$ cat config.mk
export PLATFORM = sky130hd
export DESIGN_NAME = lcd2w_serializer
export DESIGN_NICKNAME = d
export VERILOG_FILES = /design/src/rtl/lcd2w_pkg.sv /design/src/rtl/lcd2w_frame.sv /design/src/rtl/lcd2w_seq.sv /design/src/rtl/lcd2w_serializer.sv
export SDC_FILE = /design/constraint.sdc
export NUM_CORES = 1
export LEC_CHECK = 0
export BUFFER_PORTS_ARGS = -buffer_cell sky130_fd_sc_hd__buf_4
export CAP_MARGIN = 20
export CORE_ASPECT_RATIO = 1.4
export CORE_MARGIN = 4
export CORE_UTILIZATION = 30
export CTS_BUF_LIST = sky130_fd_sc_hd__clkbuf_4
export CTS_CLUSTER_SIZE = 20
export DETAILED_ROUTE_END_ITERATION = 8
export GPL_ROUTABILITY_DRIVEN = 0
export SLEW_MARGIN = 25
export SYNTH_ARGS = -nofsm -noshare
export SYNTH_HDL_FRONTEND = slang
export SYNTH_SLANG_ARGS = --single-unit
$ cat constraint.sdc
create_clock -name clk -period 1.9 [get_ports clk]
set_clock_uncertainty 0.1 [all_clocks]
set_input_delay 0.19 -clock clk [delete_from_list [all_inputs] [get_ports clk]]
set_output_delay 0.19 -clock clk [all_outputs]
set_load 0.005 [all_outputs]
$ cat src/rtl/lcd2w_pkg.sv
// Shared types and constant helpers for the two-wire LCD serializer.
// Assumes the frame body is the marker, RS, four data bits and one closing zero.
package lcd2w_pkg;

    // Sequencer phases: idle, clock low, clock high, enable strobe, post-write wait.
    typedef enum logic [2:0] {
        SEQ_IDLE,
        SEQ_LOW,
        SEQ_HIGH,
        SEQ_STROBE,
        SEQ_WAIT
    } seq_state_e;

    // Bits in a frame after the leading zeros: marker, RS, 4 data bits, closing zero.
    localparam int unsigned BODY_BITS = 7;

    // Converts a time in ns to system cycles, rounding up; never returns 0.
    function automatic int unsigned ns_to_cycles(input longint unsigned clk_hz,
                                                 input longint unsigned ns);
        longint unsigned prod;
        longint unsigned cyc;
        prod = clk_hz * ns;
        cyc  = (prod + 64'd999_999_999) / 64'd1_000_000_000;
        if (cyc == 64'd0) cyc = 64'd1;
        return 32'(cyc);
    endfunction

    // Largest of three counts, used to size a shared phase counter.
    function automatic int unsigned max3(input int unsigned a,
                                         input int unsigned b,
                                         input int unsigned c);
        int unsigned m;
        m = a;
        if (b > m) m = b;
        if (c > m) m = c;
        return m;
    endfunction

endpackage

$ cat src/rtl/lcd2w_frame.sv
// Frame image holder: on load it builds the zero run plus the body, MSB first.
// On each shift it moves to the next bit and counts down the bits left.
// It also holds the first-write flag, which picks the longer leading run once after reset.
// Assumes LEAD_NEXT <= LEAD_FIRST and LEAD_NEXT >= 1.
module lcd2w_frame
    import lcd2w_pkg::*;
#(
    parameter int unsigned LEAD_FIRST = 7,
    parameter int unsigned LEAD_NEXT  = 6
) (
    input  logic       clk,
    input  logic       rst_n,
    input  logic       load_i,
    input  logic       shift_i,
    input  logic       rs_i,
    input  logic [3:0] nib_i,
    output logic       bit_o,
    output logic       last_o
);

    localparam int unsigned FRAME_W = LEAD_FIRST + BODY_BITS;
    localparam int unsigned SKEW    = LEAD_FIRST - LEAD_NEXT;
    localparam int unsigned LEFT_W  = $clog2(FRAME_W + 1);

    logic [BODY_BITS-1:0] body;
    logic [FRAME_W-1:0]   first_img;
    logic [FRAME_W-1:0]   next_img;
    logic [FRAME_W-1:0]   frame_q;
    logic [LEFT_W-1:0]    left_q;
    logic                 first_q;

    // Body layout, first bit sent on the left: marker, RS, D7..D4, closing zero.
    assign body      = {1'b1, rs_i, nib_i, 1'b0};
    assign first_img = {{LEAD_FIRST{1'b0}}, body};

    // Image for later writes: a shorter zero run, with the body aligned to the top.
    generate
        if (SKEW == 0) begin : g_same_lead
            assign next_img = first_img;
        end else begin : g_short_lead
            assign next_img = {{LEAD_NEXT{1'b0}}, body, {SKEW{1'b0}}};
        end
    endgenerate

    // Loads a new image on acceptance, or advances one bit per serial clock.
    always_ff @(posedge clk) begin
        if (!rst_n) begin
            first_q <= 1'b1;
            frame_q <= '0;
            left_q  <= '0;
        end else if (load_i) begin
            frame_q <= first_q ? first_img : next_img;
            left_q  <= first_q ? LEFT_W'(FRAME_W) : LEFT_W'(FRAME_W - SKEW);
            first_q <= 1'b0;
        end else if (shift_i) begin
            frame_q <= {frame_q[FRAME_W-2:0], 1'b0};
            left_q  <= left_q - LEFT_W'(1);
        end
    end

    assign bit_o  = frame_q[FRAME_W-1];
    assign last_o = (left_q == LEFT_W'(1));

endmodule

$ cat src/rtl/lcd2w_seq.sv
// Wire sequencer. It paces the serial clock in system-clock half periods.
// It places each data bit one cycle after the clock falls, then raises the strobe,
// then waits out the LCD execution time.
// Assumes SCK_HALF >= 2 and STROBE_CYC >= 1.
module lcd2w_seq
    import lcd2w_pkg::*;
#(
    parameter int unsigned SCK_HALF   = 2,
    parameter int unsigned STROBE_CYC = 23,
    parameter int unsigned POST_WAIT  = 16
) (
    input  logic clk,
    input  logic rst_n,
    input  logic valid_i,
    input  logic cur_bit_i,
    input  logic last_bit_i,
    output logic ready_o,
    output logic busy_o,
    output logic load_o,
    output logic shift_o,
    output logic sck_o,
    output logic sda_o
);

    localparam int unsigned CNT_MAX = max3(SCK_HALF, STROBE_CYC, POST_WAIT);
    localparam int unsigned CNT_W   = $clog2(CNT_MAX + 1);
    localparam logic [CNT_W-1:0] HALF_END   = CNT_W'(SCK_HALF - 1);
    localparam logic [CNT_W-1:0] STROBE_END = CNT_W'(STROBE_CYC);
    localparam logic [CNT_W-1:0] WAIT_END   = CNT_W'(POST_WAIT);

    seq_state_e       state_q;
    logic [CNT_W-1:0] cnt_q;
    logic             sck_q;
    logic             sda_q;

    // Handshake and frame-control strobes decoded from the current phase.
    always_comb begin
        ready_o = (state_q == SEQ_IDLE);
        busy_o  = (state_q != SEQ_IDLE);
        load_o  = (state_q == SEQ_IDLE) && valid_i;
        shift_o = (state_q == SEQ_HIGH) && (cnt_q == HALF_END);
    end

    // Phase machine with a shared counter; drives both wire registers.
    always_ff @(posedge clk) begin
        if (!rst_n) begin
            state_q <= SEQ_IDLE;
            cnt_q   <= '0;
            sck_q   <= 1'b0;
            sda_q   <= 1'b0;
        end else begin
            case (state_q)
                SEQ_IDLE: begin
                    cnt_q <= '0;
                    if (valid_i) state_q <= SEQ_LOW;
                end
                SEQ_LOW: begin
                    if (cnt_q == '0) sda_q <= cur_bit_i;
                    if (cnt_q == HALF_END) begin
                        sck_q   <= 1'b1;
                        cnt_q   <= '0;
                        state_q <= SEQ_HIGH;
                    end else begin
                        cnt_q <= cnt_q + CNT_W'(1);
                    end
                end
                SEQ_HIGH: begin
                    if (cnt_q == HALF_END) begin
                        sck_q   <= 1'b0;
                        cnt_q   <= '0;
                        state_q <= last_bit_i ? SEQ_STROBE : SEQ_LOW;
                    end else begin
                        cnt_q <= cnt_q + CNT_W'(1);
                    end
                end
                SEQ_STROBE: begin
                    if (cnt_q == '0) sda_q <= 1'b1;
                    if (cnt_q == STROBE_END) begin
                        sda_q   <= 1'b0;
                        cnt_q   <= '0;
                        state_q <= SEQ_WAIT;
                    end else begin
                        cnt_q <= cnt_q + CNT_W'(1);
                    end
                end
                SEQ_WAIT: begin
                    if (cnt_q == WAIT_END) begin
                        cnt_q   <= '0;
                        state_q <= SEQ_IDLE;
                    end else begin
                        cnt_q <= cnt_q + CNT_W'(1);
                    end
                end
                default: begin
                    state_q <= SEQ_IDLE;
                    cnt_q   <= '0;
                    sck_q   <= 1'b0;
                    sda_q   <= 1'b0;
                end
            endcase
        end
    end

    assign sck_o = sck_q;
    assign sda_o = sda_q;

endmodule

$ cat src/rtl/lcd2w_serializer.sv
// Top of the two-wire LCD nibble serializer.
// It takes RS and a nibble on a valid/ready port, frames them for an external 8-bit shift register,
// and forms the LCD enable by holding the data line high with the clock idle.
// Assumes the shift register samples data on the rising edge of ser_clk.
module lcd2w_serializer
    import lcd2w_pkg::*;
#(
    parameter int unsigned CLK_HZ     = 50_000_000,
    parameter int unsigned SCK_HALF   = 2,
    parameter int unsigned STROBE_NS  = 450,
    parameter int unsigned POST_WAIT  = 16,
    parameter int unsigned LEAD_FIRST = 7,
    parameter int unsigned LEAD_NEXT  = 6
) (
    input  logic       clk,
    input  logic       rst_n,
    input  logic       req_valid,
    output logic       req_ready,
    input  logic       req_rs,
    input  logic [3:0] req_nib,
    output logic       ser_clk,
    output logic       ser_dat,
    output logic       busy
);

    localparam int unsigned STROBE_CYC = ns_to_cycles(64'(CLK_HZ), 64'(STROBE_NS));

    logic load;
    logic shift;
    logic cur_bit;
    logic last_bit;

    // Holds the frame image and the first-write selection.
    lcd2w_frame #(
        .LEAD_FIRST (LEAD_FIRST),
        .LEAD_NEXT  (LEAD_NEXT)
    ) u_frame (
        .clk     (clk),
        .rst_n   (rst_n),
        .load_i  (load),
        .shift_i (shift),
        .rs_i    (req_rs),
        .nib_i   (req_nib),
        .bit_o   (cur_bit),
        .last_o  (last_bit)
    );

    // Paces the serial clock, the strobe and the post-write wait.
    lcd2w_seq #(
        .SCK_HALF   (SCK_HALF),
        .STROBE_CYC (STROBE_CYC),
        .POST_WAIT  (POST_WAIT)
    ) u_seq (
        .clk        (clk),
        .rst_n      (rst_n),
        .valid_i    (req_valid),
        .cur_bit_i  (cur_bit),
        .last_bit_i (last_bit),
        .ready_o    (req_ready),
        .busy_o     (busy),
        .load_o     (load),
        .shift_o    (shift),
        .sck_o      (ser_clk),
        .sda_o      (ser_dat)
    );

endmodule

==> qor.csv <==
metric,value,unit
fp.dieArea,5760,um2
ys_ff_latch,28,
p_leak,0.6392,nW
hold_path.class,primary input to flip-flop,
power_density,647.2,nW/um2
ys_async_sr_fraction,0,%
cts_tree,yes,
rows,28,
cts_buffers,3,
post-route-period-util,100.5,%
final_util,39.63,%
start_kind,flip-flop,
ant_nets,0,
synth_area_leaders,"dfxtp_1 (41%), nand2_1 (7.9%), ha_1 (4.5%), o21ai_0 (4.4%), a21oi_1 (4.0%)",
via_count,1206,
r2r_start,u_seq.cnt_q[1],
hold_depth,2,
clockBufferDepth,2,
grt_pass1_wl,5.244,mm
first_iter_violations,27,
whs_endpoint,u_frame.first_q,
ys.flop_type,dfxtp_1,
holdCritStartpoint,rst_n,
firstDrtPassIters,4,
path_class,flip-flop to flip-flop,
grt_usage,11.55,%
status,"finished, violations left",
synth.largest_area_cell,dfxtp_1,
syn_area,1379,um2
remaining_drc_errors,0,
grt_overflow,0,
die_w,65.30,um
setup_violations,1,
setup_slack,-0.008803,ns
finalNetCount,205,
clk_latency,0.33,ns
synth.distinct_cells,39,
cts_root_buf,clkbuf_4,
max_freq,523.9,MHz
drive_gt1_share,26.18,%
avgSynthCellArea,8.356,um2
tns,-0.008803,ns
drv_slew,0,
clk_pin_slew,0.15,ns
routed_wl,3.085,mm
ys.warnings.count,0,
pre_cts_slack,-0.06509,ns
violations,negative setup slack,
crit_fanout,5,
worstMarginPinSlew,0.5353,ns
place_area,1660,um2
grt_pass1_vias,1152,
antenna_cells,0,
htree_levels,1,
via_per_inst,4.805,
area_growth,24.86,%
die_h,88.22,um
ys_seq_area_share,40.65,%
initial_utilization,31.74,%
critical_path.startpoint,u_seq.cnt_q[1],
ctsHoldBuffers,0,
cts.sinks,28,
core,4344,um2
rr_worst_depth,6,
post_drt_wl_per_cell,12.29,um
peakVddDrop,0.2010,mV
r2r_slack,-0.009,ns
rr_endpoint,u_seq.cnt_q[1],
place_hpwl,2.279,mm
finalCriticalPeriod,1.909,ns
finalPower,1.114,mW
syn_inst,165,
final_cell_mix,"buf_4 (33), nand2_1 (29), dfxtp_1 (26)",
num_io_pins,12,
design_area,1722,um2
slew-limit-headroom,64.21,%
port_buffers,11,
grt_max_degree,17,
synth_fp_nets,178,
final_common_cell,buf_4,
synth_edf_count,0,
maxCapViolCount,0,
cp.required,2.04,ns
critPathCaptureType,flip-flop,
antenna_found_initial,0,
hold_viol_final,0,
yosysTopAreaCellShare,40.65,%
crit_arrival,2.05,ns
rsz0062_at_grt,true,
-- critical path, stage by stage (launching register included) --
cell and delay (ns):
dfxtp_2 0.35, inv_2 0.07, ha_4 0.12, or4b_4 0.46, maj3_2 0.33, a21oi_4 0.18
and4b_1 0.21
-- through the flow --
| step | std cells | hold WS (ns) |
|---|---|---|
| after global placement | 246 | 0.3411 |
| final | 251 | 0.01988 |
| after floorplan | 165 | 0.2506 |
| after detailed placement | 246 | 0.3484 |
| after CTS | 250 | 0.007155 |
| after global routing | 251 | 0.01072 |
-- layout make-up --
cell class	instances	area (um2)
inverters	8	30.03
repair buffers	34	267.8
flip-flops and latches	28	563.0
well taps	60	75.07
fillers	470	2623
clock inverters	1	3.754
multi-input cells	117	759.5
clock buffers	3	22.52
-- state kept, by name, indices dropped and copies added (netlist names) --
name and count:
u_seq.state_q 3, u_frame.first_q 1, u_frame.frame_q 13, u_seq.sda_o 1, u_seq.cnt_q 5, u_frame.left_q 4, u_seq.sck_o 1
-- kinds of logic after synthesis --
logic type                 synth area share (%)
and+or+nand+nor                           23.50
AOI/OAI and AO/OA                         17.88
DFF                                       40.65
buffers and inverters                     6.170
adders and majority gates                 5.354
xor gates and xnor gates                  3.177
muxes                                     3.267
-- how the worst max path moves through the flow --
stage	to	slack, ns	cells past startpoint
after global placement	u_seq.cnt_q[1]	-0.03	6
final	u_seq.cnt_q[1]	-0.009	6
after floorplan	u_seq.cnt_q[1]	0.02	6
after global routing	u_seq.cnt_q[1]	-0.09	6
after detailed placement	u_seq.cnt_q[1]	-0.07	6
after CTS	u_seq.cnt_q[1]	-0.03	6
-- power breakdown --
part / internal (mW) / total (mW) / switching, mW
registers: 0.621 / 0.651 / 0.0302
logic: 0.110 / 0.205 / 0.0954
clock network: 0.0772 / 0.258 / 0.181
-- metal layers --
metal	vias to the layer above	GRT usage, %	wire, um
li1	641	-	-
met1	556	13.70	1410
met2	5	21.20	1602
met3	4	1.525	24
met4	0	3.962	47
met5	-	0	0
-- cells in the mapped netlist, drive strengths merged (2+ instances only) --
master	n
mux2	4
nor3	4
a21oi	12
nor2	4
nor4b	5
inv	8
dfxtp	28
xnor2	2
nand2	29
o21ai	12
buf	4
nor4	2
a31oi	6
nand3	9
ha	5
xor2	3
clkbuf	8
a2111oi	2
a311oi	2
-- timing repair --
item / in CTS / in global routing
pin swaps: 2 / 2
gates resized for setup: 5 / 2
buffers inserted: 0 / 1
setup endpoints to repair: 1 / 4
endpoints found under the hold margin: 0 / 0
Power figures use the tool's default switching activity.
